==> src/rtl/capcmd_pkg.sv <==
package capcmd_pkg;

    localparam int CMD_W = 8;

    localparam logic [CMD_W-1:0] CH_SPACE = 8'h20;
    localparam logic [CMD_W-1:0] CH_FILT0 = 8'h31;
    localparam logic [CMD_W-1:0] CH_REARM = 8'h36;
    localparam logic [CMD_W-1:0] CH_INC   = 8'h37;
    localparam logic [CMD_W-1:0] CH_DEC   = 8'h38;

    typedef enum logic {
        CAP_RUN  = 1'b0,
        CAP_STOP = 1'b1
    } cap_state_e;

    typedef struct packed {
        logic grp;
        logic rearm;
        logic inc;
        logic dec;
    } cmd_ctl_t;

endpackage

==> src/rtl/capcmd_decode.sv <==
module capcmd_decode
    import capcmd_pkg::*;
#(
    parameter int FILT_N = 4
) (
    input  logic             valid_i,
    input  logic [CMD_W-1:0] data_i,
    output logic [FILT_N-1:0] tog_o,
    output cmd_ctl_t         ctl_o
);

    for (genvar i = 0; i < FILT_N; i++) begin : g_tog
        assign tog_o[i] = valid_i && (data_i == CH_FILT0 + CMD_W'(i));
    end

    always_comb begin
        ctl_o       = '0;
        ctl_o.grp   = valid_i && (data_i == CH_SPACE);
        ctl_o.rearm = valid_i && (data_i == CH_REARM);
        ctl_o.inc   = valid_i && (data_i == CH_INC);
        ctl_o.dec   = valid_i && (data_i == CH_DEC);
    end

endmodule

==> src/rtl/capcmd_filters.sv <==
module capcmd_filters #(
    parameter int FILT_N = 4
) (
    input  logic              clk,
    input  logic              rst_n,
    input  logic [FILT_N-1:0] tog_i,
    input  logic              grp_i,
    output logic [FILT_N-1:0] filt_en_o
);

    logic [FILT_N-1:0] sel_q;
    logic              mute_q;

    always_ff @(posedge clk or negedge rst_n) begin
        if (!rst_n) begin
            sel_q  <= '0;
            mute_q <= 1'b0;
        end else begin
            sel_q <= sel_q ^ tog_i;
            if (grp_i) begin
                if (mute_q)
                    mute_q <= 1'b0;
                else if (sel_q != '0)
                    mute_q <= 1'b1;
            end
        end
    end

    assign filt_en_o = mute_q ? '0 : sel_q;

    assert_mute_R3: assert property (@(posedge clk) disable iff (!rst_n)
        grp_i && (filt_en_o != '0) |=> (filt_en_o == '0));

    assert_restore_R3: assert property (@(posedge clk) disable iff (!rst_n)
        grp_i && mute_q |=> (filt_en_o == $past(sel_q ^ tog_i)));

    assert_toggle_R2: assert property (@(posedge clk) disable iff (!rst_n)
        !grp_i && !mute_q |=> (filt_en_o == ($past(filt_en_o) ^ $past(tog_i))));

endmodule

==> src/rtl/capcmd_limit.sv <==
module capcmd_limit
    import capcmd_pkg::*;
#(
    parameter int LEN_W     = 4,
    parameter int LINE_STEP = 32
) (
    input  logic             clk,
    input  logic             rst_n,
    input  logic             inc_i,
    input  logic             dec_i,
    input  logic             rearm_i,
    input  logic             line_i,
    output logic [LEN_W-1:0] len_o,
    output logic             cap_en_o
);

    localparam int SH    = $clog2(LINE_STEP);
    localparam int CNT_W = LEN_W + SH;

    cap_state_e       state_q, state_d;
    logic [CNT_W-1:0] cnt_q, cnt_d;
    logic [LEN_W-1:0] len_q;
    logic [CNT_W-1:0] limit;
    logic [CNT_W-1:0] cnt_inc;

    assign limit   = CNT_W'(len_q) << SH;
    assign cnt_inc = cnt_q + CNT_W'(1);

    always_ff @(posedge clk or negedge rst_n) begin
        if (!rst_n)
            len_q <= '0;
        else if (inc_i)
            len_q <= len_q + LEN_W'(1);
        else if (dec_i)
            len_q <= len_q - LEN_W'(1);
    end

    always_comb begin
        state_d = state_q;
        cnt_d   = cnt_q;
        unique case (state_q)
            CAP_RUN: begin
                if (rearm_i || (len_q == '0)) begin
                    cnt_d = '0;
                end else if (line_i) begin
                    cnt_d = cnt_inc;
                    if (cnt_inc >= limit)
                        state_d = CAP_STOP;
                end
            end
            CAP_STOP: begin
                if (rearm_i) begin
                    state_d = CAP_RUN;
                    cnt_d   = '0;
                end
            end
            default: begin
                state_d = CAP_RUN;
                cnt_d   = '0;
            end
        endcase
    end

    always_ff @(posedge clk or negedge rst_n) begin
        if (!rst_n) begin
            state_q <= CAP_RUN;
            cnt_q   <= '0;
        end else begin
            state_q <= state_d;
            cnt_q   <= cnt_d;
        end
    end

    always_comb begin
        cap_en_o = (state_q == CAP_RUN);
        len_o    = len_q;
    end

    assert_len_up_R4: assert property (@(posedge clk) disable iff (!rst_n)
        inc_i |=> (len_o == $past(len_o) + LEN_W'(1)));

    assert_len_down_R5: assert property (@(posedge clk) disable iff (!rst_n)
        dec_i && !inc_i |=> (len_o == $past(len_o) - LEN_W'(1)));

    assert_stay_stopped_R11: assert property (@(posedge clk) disable iff (!rst_n)
        !cap_en_o && !rearm_i |=> !cap_en_o);

    assert_rearm_R8: assert property (@(posedge clk) disable iff (!rst_n)
        rearm_i |=> cap_en_o);

    assert_continuous_R7: assert property (@(posedge clk) disable iff (!rst_n)
        cap_en_o && (len_o == '0) |=> cap_en_o);

    assert_no_count_stopped_R9: assert property (@(posedge clk) disable iff (!rst_n)
        !cap_en_o && !rearm_i |=> $stable(cnt_q));

endmodule

==> src/rtl/capcmd_ctrl.sv <==
module capcmd_ctrl
    import capcmd_pkg::*;
#(
    parameter int FILT_N    = 4,
    parameter int LEN_W     = 4,
    parameter int LINE_STEP = 32
) (
    input  logic              clk,
    input  logic              rst_n,
    input  logic              cmd_valid,
    input  logic [CMD_W-1:0]  cmd_data,
    output logic              cmd_ready,
    input  logic              line_done,
    output logic [FILT_N-1:0] filt_en,
    output logic              cap_en,
    output logic [LEN_W-1:0]  len_set,
    output logic [CMD_W-1:0]  last_cmd
);

    logic [FILT_N-1:0] tog;
    cmd_ctl_t          ctl;

    assign cmd_ready = 1'b1;

    capcmd_decode #(.FILT_N(FILT_N)) u_decode (
        .valid_i (cmd_valid),
        .data_i  (cmd_data),
        .tog_o   (tog),
        .ctl_o   (ctl)
    );

    capcmd_filters #(.FILT_N(FILT_N)) u_filters (
        .clk       (clk),
        .rst_n     (rst_n),
        .tog_i     (tog),
        .grp_i     (ctl.grp),
        .filt_en_o (filt_en)
    );

    capcmd_limit #(.LEN_W(LEN_W), .LINE_STEP(LINE_STEP)) u_limit (
        .clk      (clk),
        .rst_n    (rst_n),
        .inc_i    (ctl.inc),
        .dec_i    (ctl.dec),
        .rearm_i  (ctl.rearm),
        .line_i   (line_done),
        .len_o    (len_set),
        .cap_en_o (cap_en)
    );

    always_ff @(posedge clk or negedge rst_n) begin
        if (!rst_n)
            last_cmd <= '0;
        else if (cmd_valid)
            last_cmd <= cmd_data;
    end

    assert_last_cmd_R10: assert property (@(posedge clk) disable iff (!rst_n)
        cmd_valid |=> (last_cmd == $past(cmd_data)));

    assert_hold_cmd_R10: assert property (@(posedge clk) disable iff (!rst_n)
        !cmd_valid |=> $stable(last_cmd));

endmodule

==> config.mk <==
export PLATFORM = sky130hd
export DESIGN_NAME = capcmd_ctrl
export DESIGN_NICKNAME = d
export VERILOG_FILES = /design/src/rtl/capcmd_pkg.sv /design/src/rtl/capcmd_decode.sv /design/src/rtl/capcmd_filters.sv /design/src/rtl/capcmd_limit.sv /design/src/rtl/capcmd_ctrl.sv
export SDC_FILE = /design/constraint.sdc
export NUM_CORES = 1
export LEC_CHECK = 0
export ABC_AREA = 1
export ABC_CLOCK_PERIOD_IN_PS = 1900
export BUFFER_PORTS_ARGS = -buffer_cell sky130_fd_sc_hd__clkbuf_2
export CORE_ASPECT_RATIO = 1.4
export CORE_MARGIN = 2
export CORE_UTILIZATION = 35
export CTS_BUF_LIST = sky130_fd_sc_hd__clkbuf_8
export CTS_CLUSTER_DIAMETER = 200
export CTS_CLUSTER_SIZE = 24
export DETAILED_ROUTE_END_ITERATION = 6
export PLACE_DENSITY = 0.59
export SYNTH_ARGS = -nofsm -noshare
export SYNTH_HDL_FRONTEND = slang
export SYNTH_SLANG_ARGS = --single-unit
==> constraint.sdc <==
create_clock -name clk -period 1.9 [get_ports clk]
set_clock_uncertainty 0.1 [all_clocks]
set_input_delay 0.285 -clock clk [delete_from_list [all_inputs] [get_ports clk]]
set_output_delay 0.285 -clock clk [all_outputs]
set_load 0.05 [all_outputs]
; After elaboration in Yosys (flattened, before gate mapping)
; Index checks and enable logic that the tools add are counted.
[op_classes]
n_addsub = 3
n_lt_le_gt_ge = 1
n_eq_ne = 10
muxes = 14
bitwise = 2
reduce_logical = 13
[op_table]
columns = cell, n
row1 = $eq A8 B6 Y1 const B, 8
row2 = $mux W9, 3
row3 = $pmux W9 S2, 1
row4 = $mux W4, 3
row5 = $add A9 B1 Y9 const B, 1
row6 = $ge A9 B9 Y1, 1
row7 = $logic_and A1 B1 Y1, 8
row8 = $mux W1, 6
row9 = $add A4 B1 Y4 const B, 1
row10 = $logic_not A4 Y1, 1
row11 = $reduce_bool A4 Y1, 1
row12 = $sub A4 B1 Y4 const B, 1
row13 = $xor A4 B4 Y4, 1
row14 = $ne A3 B2 Y1 const B, 1
row15 = $ne A2 B1 Y1 const B, 1
row16 = $pmux W1 S2, 1
row17 = $reduce_and A2 Y1, 1
row18 = $reduce_bool A2 Y1, 1
row19 = $logic_or A1 B1 Y1, 1
row20 = $not A1 Y1, 1
[totals]
reg_bits = 27
inputBits = 12
output_inout_bits = 18

; Longest topological paths before layout
; Gate-level depths: netlist of the first run.
[depth]
depth_word = 6
ltp_mapped = 15

; Modules after synthesis
; From an unflattened synthesis of the first run, not the netlist that was laid out.
[hier_totals]
cells_unflattened = 216
hier_area_um2 = 1611.5
[modules_own_cells]
columns = module, instances, cells_each, area_each_um2
row1 = capcmd_limit, 1, 123, 938.4
row2 = capcmd_ctrl, 1, 36, 316.6
row3 = capcmd_filters, 1, 25, 220.2
row4 = capcmd_decode, 1, 32, 136.4

; Worst setup path before layout of the first run
; Ideal clock, no wire load.
[synth_timing]
path_kind = flip-flop to flip-flop
from = register u_limit.cnt_q[0]
to = register u_limit.state_q
setup_time_ps = 118
arrival_ps = 1826
slack_ps = -144
stages_incl_launch_ff = 13
n_path_buf = 0
synth_period_minus_slack_ps = 2044
cell_sequence = dfrtp_1 ha_1 nand3_1 nor2_1 nand4_1 nand2_1 inv_1 ha_1 a21o_1 a31oi_1 nand2_1 nand2_1 nand2_1
[synth_via]
elab_chain_cells = 6
[synth_rtl]
columns = element, line_no
row1 = start: declaration, capcmd_limit.sv:21  ; logic [CNT_W-1:0] cnt_q, cnt_d;
row2 = start signal: assignment, capcmd_limit.sv:70  ; cnt_q <= cnt_d;
row3 = $add A9 B1 Y9, capcmd_limit.sv:27  ; assign cnt_inc = cnt_q + CNT_W'(1);
row4 = $ge A9 B9 Y1, capcmd_limit.sv:47  ; if (cnt_inc >= limit)
row5 = $mux W1, capcmd_limit.sv:47
row6 = $mux W1, capcmd_limit.sv:45  ; end else if (line_i) begin
row7 = $mux W1, capcmd_limit.sv:43  ; if (rearm_i || (len_q == '0)) begin
row8 = $pmux W1 S2, capcmd_limit.sv:41  ; unique case (state_q)
row9 = named net u_limit.state_d, capcmd_limit.sv:20  ; cap_state_e state_q, state_d;
row10 = end signal: assignment, capcmd_limit.sv:69  ; state_q <= state_d;
row11 = end: declaration, capcmd_limit.sv:20
; The timed path passes the listed nets, and every way through them passes these cells.
; A chain may end at the register's enable or synchronous reset.

; Worst setup path in the final report of the first run
[layout_timing]
from = register u_limit.cnt_q[1]
to = register u_limit.state_q
; The elaborated chain is that of the path after synthesis.

==> metrics.cfg, run 1 <==
[route]
drc = 0
ant_nets = 0
routedWlPerCell_um = 11.6
vias_per_cell = 4.61
vias = 1575
first_pass_iters = 4
dr.first_iter.drc_count = 59
drt_wl_total_um = 3980

[floorplanning]
rows = 30
fp.dieH_um = 86.4
die_area_mm2 = 0.00542
coreArea_mm2 = 0.00477
start_util_pct = 35.6
pin_count = 30
die_w_um = 62.8

[grt]
grtUsageTotal_pct = 15.8
grt_pass1_wl_um = 6810
first_global_vias = 1565
antenna_found_initial = 0
grt-ovfl-total = 0
grt_max_degree = 28

[worst_setup_path]
path_max_fanout = 4
crit_type = reg -> reg
rr_endpoint = u_limit.state_q
critPathArrivalTime_ps = 2100
reg2reg_depth = 14
start_kind = register
end_kind = register
r2r_setup_slack_ps = -70
r2r_start = u_limit.cnt_q[1]
required_ps = 2020

[sta]
whs_ps = 134
finalSetupViolations = 1
finalCritPeriodShare_pct = 104
hold_viol = 0
slew_headroom_pct = 52.9
slew_violations = 0
rsz0062_at_grt = yes
tightest_slew_ps = 707
finalCriticalPeriod_ps = 1970
fmax_mhz = 506
setup_ws_ps = -75.0

[synth]
yosys.area_share.adder_pct = 7.08
synth_seq_cells = 27
syn_inst = 221
yosys.area_share.simple_pct = 33.7
synth_top_family_by_area = simple AND/OR/NAND/NOR gates
ys_types = 27
avgSynthCellArea_um2 = 7.67
ys_warn_count = 0
syn_area_mm2 = 0.00170
syn_nets = 242
yosys.area_share.xor_xnor_pct = 4.13
seq_area_frac_synth_pct = 39.9
synth_compound_area_share_pct = 6.20
synthMuxAreaShare_pct = 0

[final_layout]
final_cell_area_mm2 = 0.00222
antenna_cells = 0
synthToLayoutAreaGrowth_pct = 31.2
nNetsFinal = 300
drive_gt1_share_pct = 30.6

[cts]
clkTransAtPathRegs_ps = 100
cts_tree = done
cts_htree_levels = 1
cts_max_path_buffers = 2
numCtsBuffers = 3
clock_latency_ps = 270
clkSinkCount = 27
cts_root_buf = clkbuf_8

[min_path]
hold_start = cmd_data[4]
hold_path_class = in -> reg
worstHoldEndpoint = last_cmd[4]
holdPathStages = 3

[place]
placed_cell_area_mm2 = 0.00210
io_buffers = 28
dp_hpwl_um = 3130
globalplace.congestion = 0.803

[power]
p_per_area_mw_per_mm2 = 854
p_leak_nw = 1.21
ir_worst_vdd_uv = 365

[outcome]
violations = negative setup slack
outcome = finished, violations left

[run]
cap_violations = 0

==> worst max-delay path, cell delays in order, from the launching register on <==
cell and delay, ps:
dfrtp_2 430, ha_4 160, nand3_4 70, nor2_4 150
xnor2_2 140, inv_1 60, ha_1 270, inv_1 50
nor2_1 90, nand3_1 80, nor2_1 90, nand3b_1 80
nand2_1 70, nand2_1 40, nand2_1 50
==> logic make-up after synthesis <==
group,count (synthesis)
compound gates,16
xor+xnor,8
fa+ha+maj,9
buf+inv,37
flops,27
other cells,1
simple gates,123
==> registers in the layout, summed over array words and instances (netlist names) <==
register          flops
u_limit.state_q       1
u_filters.sel_q       4
last_cmd              8
u_limit.cnt_q         9
u_limit.len_o         4
u_filters.mute_q      1
==> worst max path at each step <==
stage | start | end | slack, ps | cells after the start
after floorplan | u_limit.cnt_q[0] | u_limit.state_q | -40 | 14
after global placement | u_limit.cnt_q[0] | u_limit.state_q | -70 | 14
after detailed placement | u_limit.cnt_q[0] | u_limit.state_q | -110 | 14
after CTS | u_limit.cnt_q[0] | u_limit.state_q | -100 | 14
after global routing | u_limit.cnt_q[1] | u_limit.state_q | -230 | 14
final | u_limit.cnt_q[1] | u_limit.state_q | -70 | 14
==> timing repair <==
action / CTS / global route
endpoints found under the setup margin: 1 / 1
setup buffers: 1 / 2
resized for setup: 2 / 8
hold buffers: 1 / 0
hold endpoints to repair: 27 / 0
pin swaps: 6 / 2
==> where the power goes <==
part / switching (mW) / leakage [nW] / internal, mW
sequential: 0.0814 / 0.319 / 0.662
clock: 0.187 / 0.0255 / 0.147
combinational: 0.480 / 0.860 / 0.343
==> per-stage QoR <==
step	setup TNS (ps)	instances	setup WS (ps)	total power [mW]	util [%]
after floorplan	-43.4	221	-43.4	1.21	-
after detailed placement	-149	334	-112	1.51	44.1
final	-75.0	342	-75.0	1.90	46.7
after CTS	-96.9	340	-96.9	1.86	45.6
after global placement	-97.3	334	-74.0	1.50	44.1
after global routing	-227	342	-227	2.03	46.7
==> cells in the mapped netlist (all sizes together) <==
| library cell | number | area [um^2] |
|---|---|---|
| nand4 | 12 | 75.1 |
| dfrtp | 27 | 676 |
| a21oi | 2 | 10.0 |
| nand2 | 65 | 262 |
| ha | 8 | 100 |
| xor2 | 6 | 52.6 |
| clkbuf | 1 | 3.75 |
| inv | 34 | 128 |
| o21bai | 1 | 7.51 |
| nor3 | 2 | 10.0 |
| a31oi | 1 | 6.26 |
| nand3 | 18 | 108 |
| o21ai | 11 | 73.8 |
| xnor2 | 2 | 17.5 |
| fa | 1 | 20.0 |
| a21o | 1 | 7.51 |
| nand3b | 1 | 7.51 |
| buf | 2 | 18.8 |
| conb | 1 | 3.75 |
| nor2 | 25 | 109 |
==> cell usage in the layout (no fill, tap or decap), drive strengths merged <==
cell type	count
a21o	1
o21ai	11
nor3	2
xnor2	2
a31oi	1
nor2	25
dfrtp	27
dlygate4sd3	1
nand2	65
nand3	18
buf	27
clkbuf	31
fa	1
conb	1
clkinv	1
inv	34
ha	8
nand4	12
o21bai	1
xor2	6
a21oi	2
nand3b	1
==> metal layers <==
layer	wire length [um]	share of wire [%]	vias to the layer above	global-route usage (%)
met4	88	2.2	0	6.67
li1	-	-	810	-
met3	108	2.7	9	1.56
met2	2170	55	30	30.3
met5	0	0	-	0
met1	1610	40	726	17.8
==> area by class of cell <==
type / count / area, um^2
repair buffers: 56 / 353
well taps: 64 / 80.1
clock buffers: 3 / 41.3
clock inverters: 1 / 5.00
multi-input cells: 157 / 940
flip-flops and latches: 27 / 678
fillers: 490 / 2540
inverters: 34 / 128
Note: power is estimated with default switching activity, not from simulation.
==> run 2, diff against run 1 <==
ABC_AREA = default   (was 1)
GPL_ROUTABILITY_DRIVEN = 0   (was default)
PLACE_DENSITY = 0.6   (was 0.59)
==> run 2 against run 1 <==
Net effect: the flow still finishes with violations (negative setup slack); sequential share of layout area increased by 2.0 points; clock power down 3%; sequential cell count did not move; critical path type unchanged; largest cell class unchanged.
==> metrics.cfg, run 2 <==
[power]
p_sw_share_pct = 36.6  ; was 39.4%
clkPwrFrac_pct = 19.1  ; was 17.6%
pwr-share-comb_pct = 38.9  ; was 43.3%
p_switching_mw = 0.625  ; was 0.748 mW
p_leak_nw = 1.01  ; was 1.21 nW
sequentialPowerShare_pct = 42.0  ; was 39.1%
ir_worst_vdd_uv = 384  ; was 365 uV
p_int_mw = 1.08  ; was 1.15 mW
p_per_area_mw_per_mm2 = 820  ; was 854 mW/mm^2

[sta]
finalCritPeriodShare_pct = 117  ; was 104%
fmax_mhz = 450  ; was 506 MHz
finalCriticalPeriod_ps = 2220  ; was 1970 ps
finalSetupViolations = 1  ; unchanged
tightest_slew_ps = 704  ; was 707 ps
slew_headroom_pct = 53.1  ; was 52.9%
rsz0062_at_grt = yes  ; unchanged
setup_ws_ps = -321  ; was -75.0 ps
slew_violations = 0  ; unchanged
hold_viol = 0  ; unchanged

[floorplanning]
pin_count = 30  ; unchanged
die_w_um = 60.8  ; was 62.8 um
start_util_pct = 36.9  ; was 35.6%
fp.dieH_um = 83.5  ; was 86.4 um
coreArea_mm2 = 0.00427  ; was 0.00477 mm^2
die_area_mm2 = 0.00507  ; was 0.00542 mm^2
rows = 28  ; was 30

[min_path]
hold_path_class = in -> reg  ; unchanged

[place]
io_buffers = 28  ; unchanged
place_inst = 261  ; was 334
dp_hpwl_um = 2860  ; was 3130 um

[worst_setup_path]
slowest_stage = dfrtp_1  ; was dfrtp_2
critPathArrivalTime_ps = 2280  ; was 2100 ps
start_kind = register  ; unchanged
end_kind = register  ; unchanged
path_cells = ha_4, nand4_1, nor2_2, nand3_2, xnor2_2, ha_1, a211oi_2, nand2_1, a41oi_2, a2111oi_1  ; was ha_4, nand3_4, nor2_4, xnor2_2, inv_1, ha_1, inv_1, nor2_1, nand3_1, nor2_1, nand3b_1, nand2_1, nand2_1, nand2_1
path_max_fanout = 3  ; was 4
crit_type = reg -> reg  ; unchanged
required_ps = 1960  ; was 2020 ps
slowest_delay_ps = 410  ; was 430 ps

[final_layout]
final_common_cell = buf_4  ; was nand2_1
reg.largest.list = u_limit.cnt_q (9), last_cmd (8)  ; unchanged
antenna_cells = 0  ; unchanged
nNetsFinal = 229  ; was 300
multi_input_area_um2 = 885  ; was 940 um^2
fillers = 410  ; was 490
drive_gt1_share_pct = 39.6  ; was 30.6%
seq_area_um2 = 677  ; was 678 um^2
synthToLayoutAreaGrowth_pct = 31.9  ; was 31.2%
top_register = u_limit.cnt_q  ; unchanged
final_core_util_pct = 48.7  ; was 46.7%
final_cell_count_no_fill = 267  ; was 342
largest_register_ffs = 9  ; unchanged
final_cell_mix = buf_4, clkbuf_2, dfrtp_1  ; was nand2_1, inv_1, clkbuf_2

[synth]
synth_ff_type = dfrtp_1  ; unchanged
yosys.area_share.simple_pct = 19.5  ; was 33.7%
yosys.area_share.adder_pct = 7.61  ; was 7.08%
syn_area_mm2 = 0.00158  ; was 0.00170 mm^2
ys_types = 43  ; was 27
ys_warn_count = 0  ; unchanged
synth_top_family_by_area = simple AND/OR/NAND/NOR gates  ; unchanged
synth_area_leaders = dfrtp_1, mux2_2, ha_1, xnor2_1, a21oi_1  ; was dfrtp_1, nand2_1, inv_1, ha_1, nor2_1
yosys.area_share.xor_xnor_pct = 6.66  ; was 4.13%
avgSynthCellArea_um2 = 10.6  ; was 7.67 um^2
synthMuxAreaShare_pct = 7.13  ; was 0%
post-synth-top-area-cell = dfrtp_1  ; unchanged
yosysMostFrequentCell = dfrtp_1  ; was nand2_1
syn_inst = 149  ; was 221
synthArstFlopShare_pct = 100  ; unchanged
netlist_top_cells_count = dfrtp_1, a21oi_1, mux2_2, nor2_1  ; was nand2_1, inv_1, dfrtp_1, nor2_1, nand3_1
synth_edf_count = 0  ; unchanged
seq_area_frac_synth_pct = 42.8  ; was 39.9%
syn_nets = 170  ; was 242
synth_top_cell_area_share_pct = 42.8  ; was 39.9%
synth_compound_area_share_pct = 12.0  ; was 6.20%
synth_seq_cells = 27  ; unchanged

[cts]
numCtsBuffers = 3  ; unchanged
cts_tree = done  ; unchanged
cts_root_buf = clkbuf_8  ; unchanged
clkSinkCount = 27  ; unchanged
cts_max_path_buffers = 2  ; unchanged
clock_latency_ps = 270  ; about the same
cts_htree_levels = 1  ; unchanged
clkTransAtPathRegs_ps = 90  ; was 100 ps

[route]
vias_per_cell = 5.02  ; was 4.61
routedWlPerCell_um = 13.3  ; was 11.6 um
vias = 1341  ; was 1575
drt_wl_total_um = 3560  ; was 3980 um
wl_met1_um = 1420  ; was 1610 um
first_pass_iters = 4  ; unchanged
dr.first_iter.drc_count = 31  ; was 59
ant_nets = 0  ; unchanged
drc = 0  ; unchanged
dr_wl_met2_um = 1960  ; was 2170 um
topRoutingLayerUsed = met4  ; unchanged
met3WireLength_um = 160  ; was 108 um

[grt]
antenna_found_initial = 0  ; unchanged
first_global_vias = 1373  ; was 1565
grt_max_degree = 28  ; unchanged
grt_pass1_wl_um = 6070  ; was 6810 um
grt-ovfl-total = 0  ; unchanged
grtUsageTotal_pct = 15.1  ; was 15.8%

[outcome]
violations = negative setup slack  ; unchanged
outcome = finished, violations left  ; unchanged

[run]
cap_violations = 0  ; unchanged

run 2: cell types whose count changed in the layout (fill, tap and decap cells not counted), moves of 5 or more:
cell,before,now
nor2b_1,0,5
nand4_1,12,4
nand3_1,14,2
inv_1,33,8
nand2_1,58,5
nand2_2,6,0
xnor2_1,1,7
a21oi_1,2,11
o21ai_2,5,0
nor2_1,21,8
mux2_2,0,10
run 2: cell type report:
class / count / area share (%)
Clock buffer: 3 / 1.98
Inverter: 7 / 1.26
Timing Repair Buffer: 59 / 18.0
Clock inverter: 1 / 0.180
Multi-Input combinational cell: 110 / 42.5
Tap cell: 60 / 3.60
Sequential cell: 27 / 32.5
run 2: per-layer routing:
metal | vias to the layer above | track usage, %
li1 | 659 | -
met1 | 639 | 18.3
met2 | 40 | 27.4
met3 | 3 | 2.17
met4 | 0 | 2.96
met5 | - | 0
run 2: through the flow:
step                area, um^2  worst slack, ps  hold slack, ps  setup TNS, ps  power (mW)
floorplan                 1610             -251            -111           -314        1.13
global placement          2000             -230             255           -476        1.36
detailed placement        2000             -328             263           -606        1.38
CTS                       2080             -297             149           -297        1.72
global route              2080             -477             150           -477        1.81
finish                    2080             -321             154           -321        1.71
run 2: power by group through the flow:
stage	Sequential (mW)	Combinational, mW	Clock (mW)
global placement	0.727	0.633	0
detailed placement	0.729	0.653	0
global route	0.726	0.726	0.356
floorplan	0.851	0.276	0
finish	0.717	0.664	0.326
CTS	0.717	0.671	0.336
run 2: worst paths after layout:
path / from / end / slack [ps] / depth (start not counted)
max: u_limit.cnt_q[0] / u_limit.state_q / -320 / 10
min: cmd_data[6] / last_cmd[6] / 150 / 2
max reg2reg: u_limit.cnt_q[0] / u_limit.state_q / -320 / 10
min reg2reg: u_filters.sel_q[0] / u_filters.sel_q[0] / 410 / 1
max in group asynchronous: rst_n / u_limit.len_o[1] / 720 / 2
min in group asynchronous: rst_n / u_limit.cnt_q[4] / 490 / 2
run 2: critical path: cells and delay by family, from the launching register on:
family          cells  cell delay, ps
simple gates        4             490
compound gates      3             480
fa+ha+maj           2             460
flops               1             410
xor+xnor            1             160
run 2: logic make-up (layout without fill, tap and decap cells):
logic type,after synthesis,count (layout)
buffers and inverters,12,70
multiplexers,10,10
flip-flops,27,27
XOR/XNOR,12,12
adder cells (fa/ha/maj),9,9
AO/OA/AOI/OAI,30,30
AND/OR/NAND/NOR,48,48
other,1,1
run 2: repair_timing:
action	in CTS	in global routing
gates cloned	0	0
endpoints found under the hold margin	27	0
setup endpoints to repair	1	1
pin swaps	8	0
gates resized for setup	4	0
buffers inserted	1	0
hold buffers	1	0
==> run 3, diff against run 2 <==
BUFFER_PORTS_ARGS = default   (was -buffer_cell sky130_fd_sc_hd__clkbuf_2)
DONT_BUFFER_PORTS = 1   (was default)
PLACE_DENSITY = 0.54   (was 0.6)
==> run 3 against run 2 <==
Net effect: the flow still finishes with violations (negative setup slack); wire length fell by 0.90%; cell count fell by 9.0%; global-route usage rose by 0.50 points; sequential cell count did not move; combinational power fell by 18%; first-iteration DRC count rose by 23%; via count fell by 5.6%; total power fell by 3.1%; maximum frequency fell by 3.3%; hold slack got worse by 93 ps; register-to-register slack got worse by 80 ps; worst setup slack got worse by 75 ps; largest power group unchanged.
==> metrics.cfg, run 3 (same netlist as run 2, synthesis figures left out) <==
[floorplanning]
die_w_um = 60.8  ; unchanged
rows = 28  ; unchanged
die_area_mm2 = 0.00507  ; unchanged
pin_count = 30  ; unchanged
start_util_pct = 36.9  ; unchanged
fp.dieH_um = 83.5  ; unchanged
coreArea_mm2 = 0.00427  ; unchanged

[final_layout]
largest_register_ffs = 9  ; unchanged
drive_gt1_share_pct = 32.8  ; was 39.6%
final_common_cell = buf_4  ; unchanged
fillers = 434  ; was 410
antenna_cells = 0  ; unchanged
final_cell_area_mm2 = 0.00200  ; was 0.00208 mm^2
final_cell_mix = buf_4, dfrtp_1, a21oi_1  ; was buf_4, clkbuf_2, dfrtp_1
reg.largest.list = u_limit.cnt_q (9), last_cmd (8)  ; unchanged
final_core_util_pct = 46.7  ; was 48.7%
nNetsFinal = 205  ; was 229
synthToLayoutAreaGrowth_pct = 26.4  ; was 31.9%
top_register = u_limit.cnt_q  ; unchanged

[cts]
cts_htree_levels = 1  ; unchanged
cts_max_path_buffers = 2  ; unchanged
clock_latency_ps = 270  ; about the same
cts_tree = done  ; unchanged
clkTransAtPathRegs_ps = 90  ; about the same
clkSinkCount = 27  ; unchanged
numCtsBuffers = 3  ; unchanged
cts_root_buf = clkbuf_8  ; unchanged

[grt]
first_global_vias = 1379  ; was 1373
grt-ovfl-total = 0  ; unchanged
grt_pass1_wl_um = 6160  ; was 6070 um
grt_max_degree = 28  ; unchanged
antenna_found_initial = 0  ; unchanged
grtUsageTotal_pct = 15.6  ; was 15.1%

[route]
routedWlPerCell_um = 14.5  ; was 13.3 um
ant_nets = 0  ; unchanged
dr_wl_met2_um = 1870  ; was 1960 um
met3WireLength_um = 184  ; was 160 um
dr.first_iter.drc_count = 38  ; was 31
vias_per_cell = 5.21  ; was 5.02
first_pass_iters = 4  ; unchanged
wl_met1_um = 1390  ; was 1420 um
topRoutingLayerUsed = met4  ; unchanged
drt_wl_total_um = 3530  ; was 3560 um
drc = 0  ; unchanged
vias = 1266  ; was 1341

[worst_setup_path]
path_cells = ha_4, nand4_1, nor2_2, nand3_2, xnor2_2, ha_1, a211oi_2, nand2_1, a41oi_2, a2111oi_2  ; was ha_4, nand4_1, nor2_2, nand3_2, xnor2_2, ha_1, a211oi_2, nand2_1, a41oi_2, a2111oi_1
start_kind = register  ; unchanged
slowest_stage = dfrtp_1  ; unchanged
required_ps = 1960  ; about the same
path_max_fanout = 2  ; was 3
crit_type = reg -> reg  ; unchanged
cp.buffers_inverters = 0  ; unchanged
critPathArrivalTime_ps = 2350  ; was 2280 ps
worst_path_dominant_cell_family = simple AND/OR/NAND/NOR gates  ; unchanged
end_kind = register  ; unchanged
slowest_delay_ps = 400  ; was 410 ps

[sta]
finalCriticalPeriod_ps = 2300  ; was 2220 ps
fmax_mhz = 435  ; was 450 MHz
finalCritPeriodShare_pct = 121  ; was 117%
rsz0062_at_grt = yes  ; unchanged
finalSetupViolations = 1  ; unchanged
slew_violations = 0  ; unchanged
setup_ws_ps = -397  ; was -321 ps
fin_setup_tns_ps = -397  ; was -321 ps
hold_viol = 0  ; unchanged
whs_ps = 60.5  ; was 154 ps

[min_path]
hold_path_class = in -> reg  ; unchanged

[power]
ir_worst_vdd_uv = 433  ; was 384 uV
p_leak_nw = 0.916  ; was 1.01 nW
p_total_mw = 1.65  ; was 1.71 mW
p_per_area_mw_per_mm2 = 829  ; was 820 mW/mm^2

[place]
io_buffers = 0  ; was 28
dp_hpwl_um = 2660  ; was 2860 um
placed_cell_area_mm2 = 0.00186  ; was 0.00200 mm^2

[run]
cap_violations = 0  ; unchanged

[outcome]
violations = negative setup slack  ; unchanged
outcome = finished, violations left  ; unchanged

[run 3: cell types whose count changed in the layout (fill, tap and decap cells not counted), sizes merged]
cell    change
buf         +4
clkbuf     -28
[run 3: per-stage QoR]
step                      setup slack [ps]  std cells
after global placement                -223        233
final                                 -397        243
after detailed placement              -332        233
after floorplan                       -251        149
after CTS                             -296        242
after global routing                  -499        243
[run 3: where the power goes]
group / switching (mW) / internal (mW) / total [mW]
clock network: 0.171 / 0.145 / 0.316
registers: 0.140 / 0.657 / 0.796
logic: 0.288 / 0.254 / 0.542
[run 3: path summary, 6_finish.rpt]
| check | from | end | slack [ps] | cells after the start |
|---|---|---|---|---|
| worst max-delay path | u_limit.cnt_q[1] | u_limit.state_q | -400 | 10 |
| worst min-delay path | cmd_data[4] | last_cmd[4] | 60 | 1 |
| worst max register to register | u_limit.cnt_q[1] | u_limit.state_q | -400 | 10 |
| worst min register to register | u_filters.sel_q[1] | u_filters.sel_q[1] | 410 | 1 |
| max in group asynchronous | rst_n | u_limit.len_o[1] | 1180 | 2 |
| min in group asynchronous | rst_n | u_limit.cnt_q[2] | 340 | 2 |
[run 3: area by class of cell]
cell class / count / area (um^2) / share of cell area (%)
Multi-Input combinational cell: 110 / 895 / 44.8
Sequential cell: 27 / 677 / 33.9
Timing Repair Buffer: 35 / 278 / 13.9
Tap cell: 60 / 75.1 / 3.76
Clock buffer: 3 / 41.3 / 2.07
Inverter: 7 / 26.3 / 1.32
Clock inverter: 1 / 3.75 / 0.188
[run 3: per-layer routing]
layer	GRT usage [%]	vias to the layer above
met4	5.34	0
met2	27.2	35
li1	-	609
met3	3.57	8
met1	18.0	614
met5	0	-
[run 3: what timing repair did]
item,CTS,global route
setup endpoints to repair,1,2
buffers inserted,3,1
hold endpoints to repair,27,0
pin swaps,6,3
hold buffers,2,0
gates resized for setup,4,2
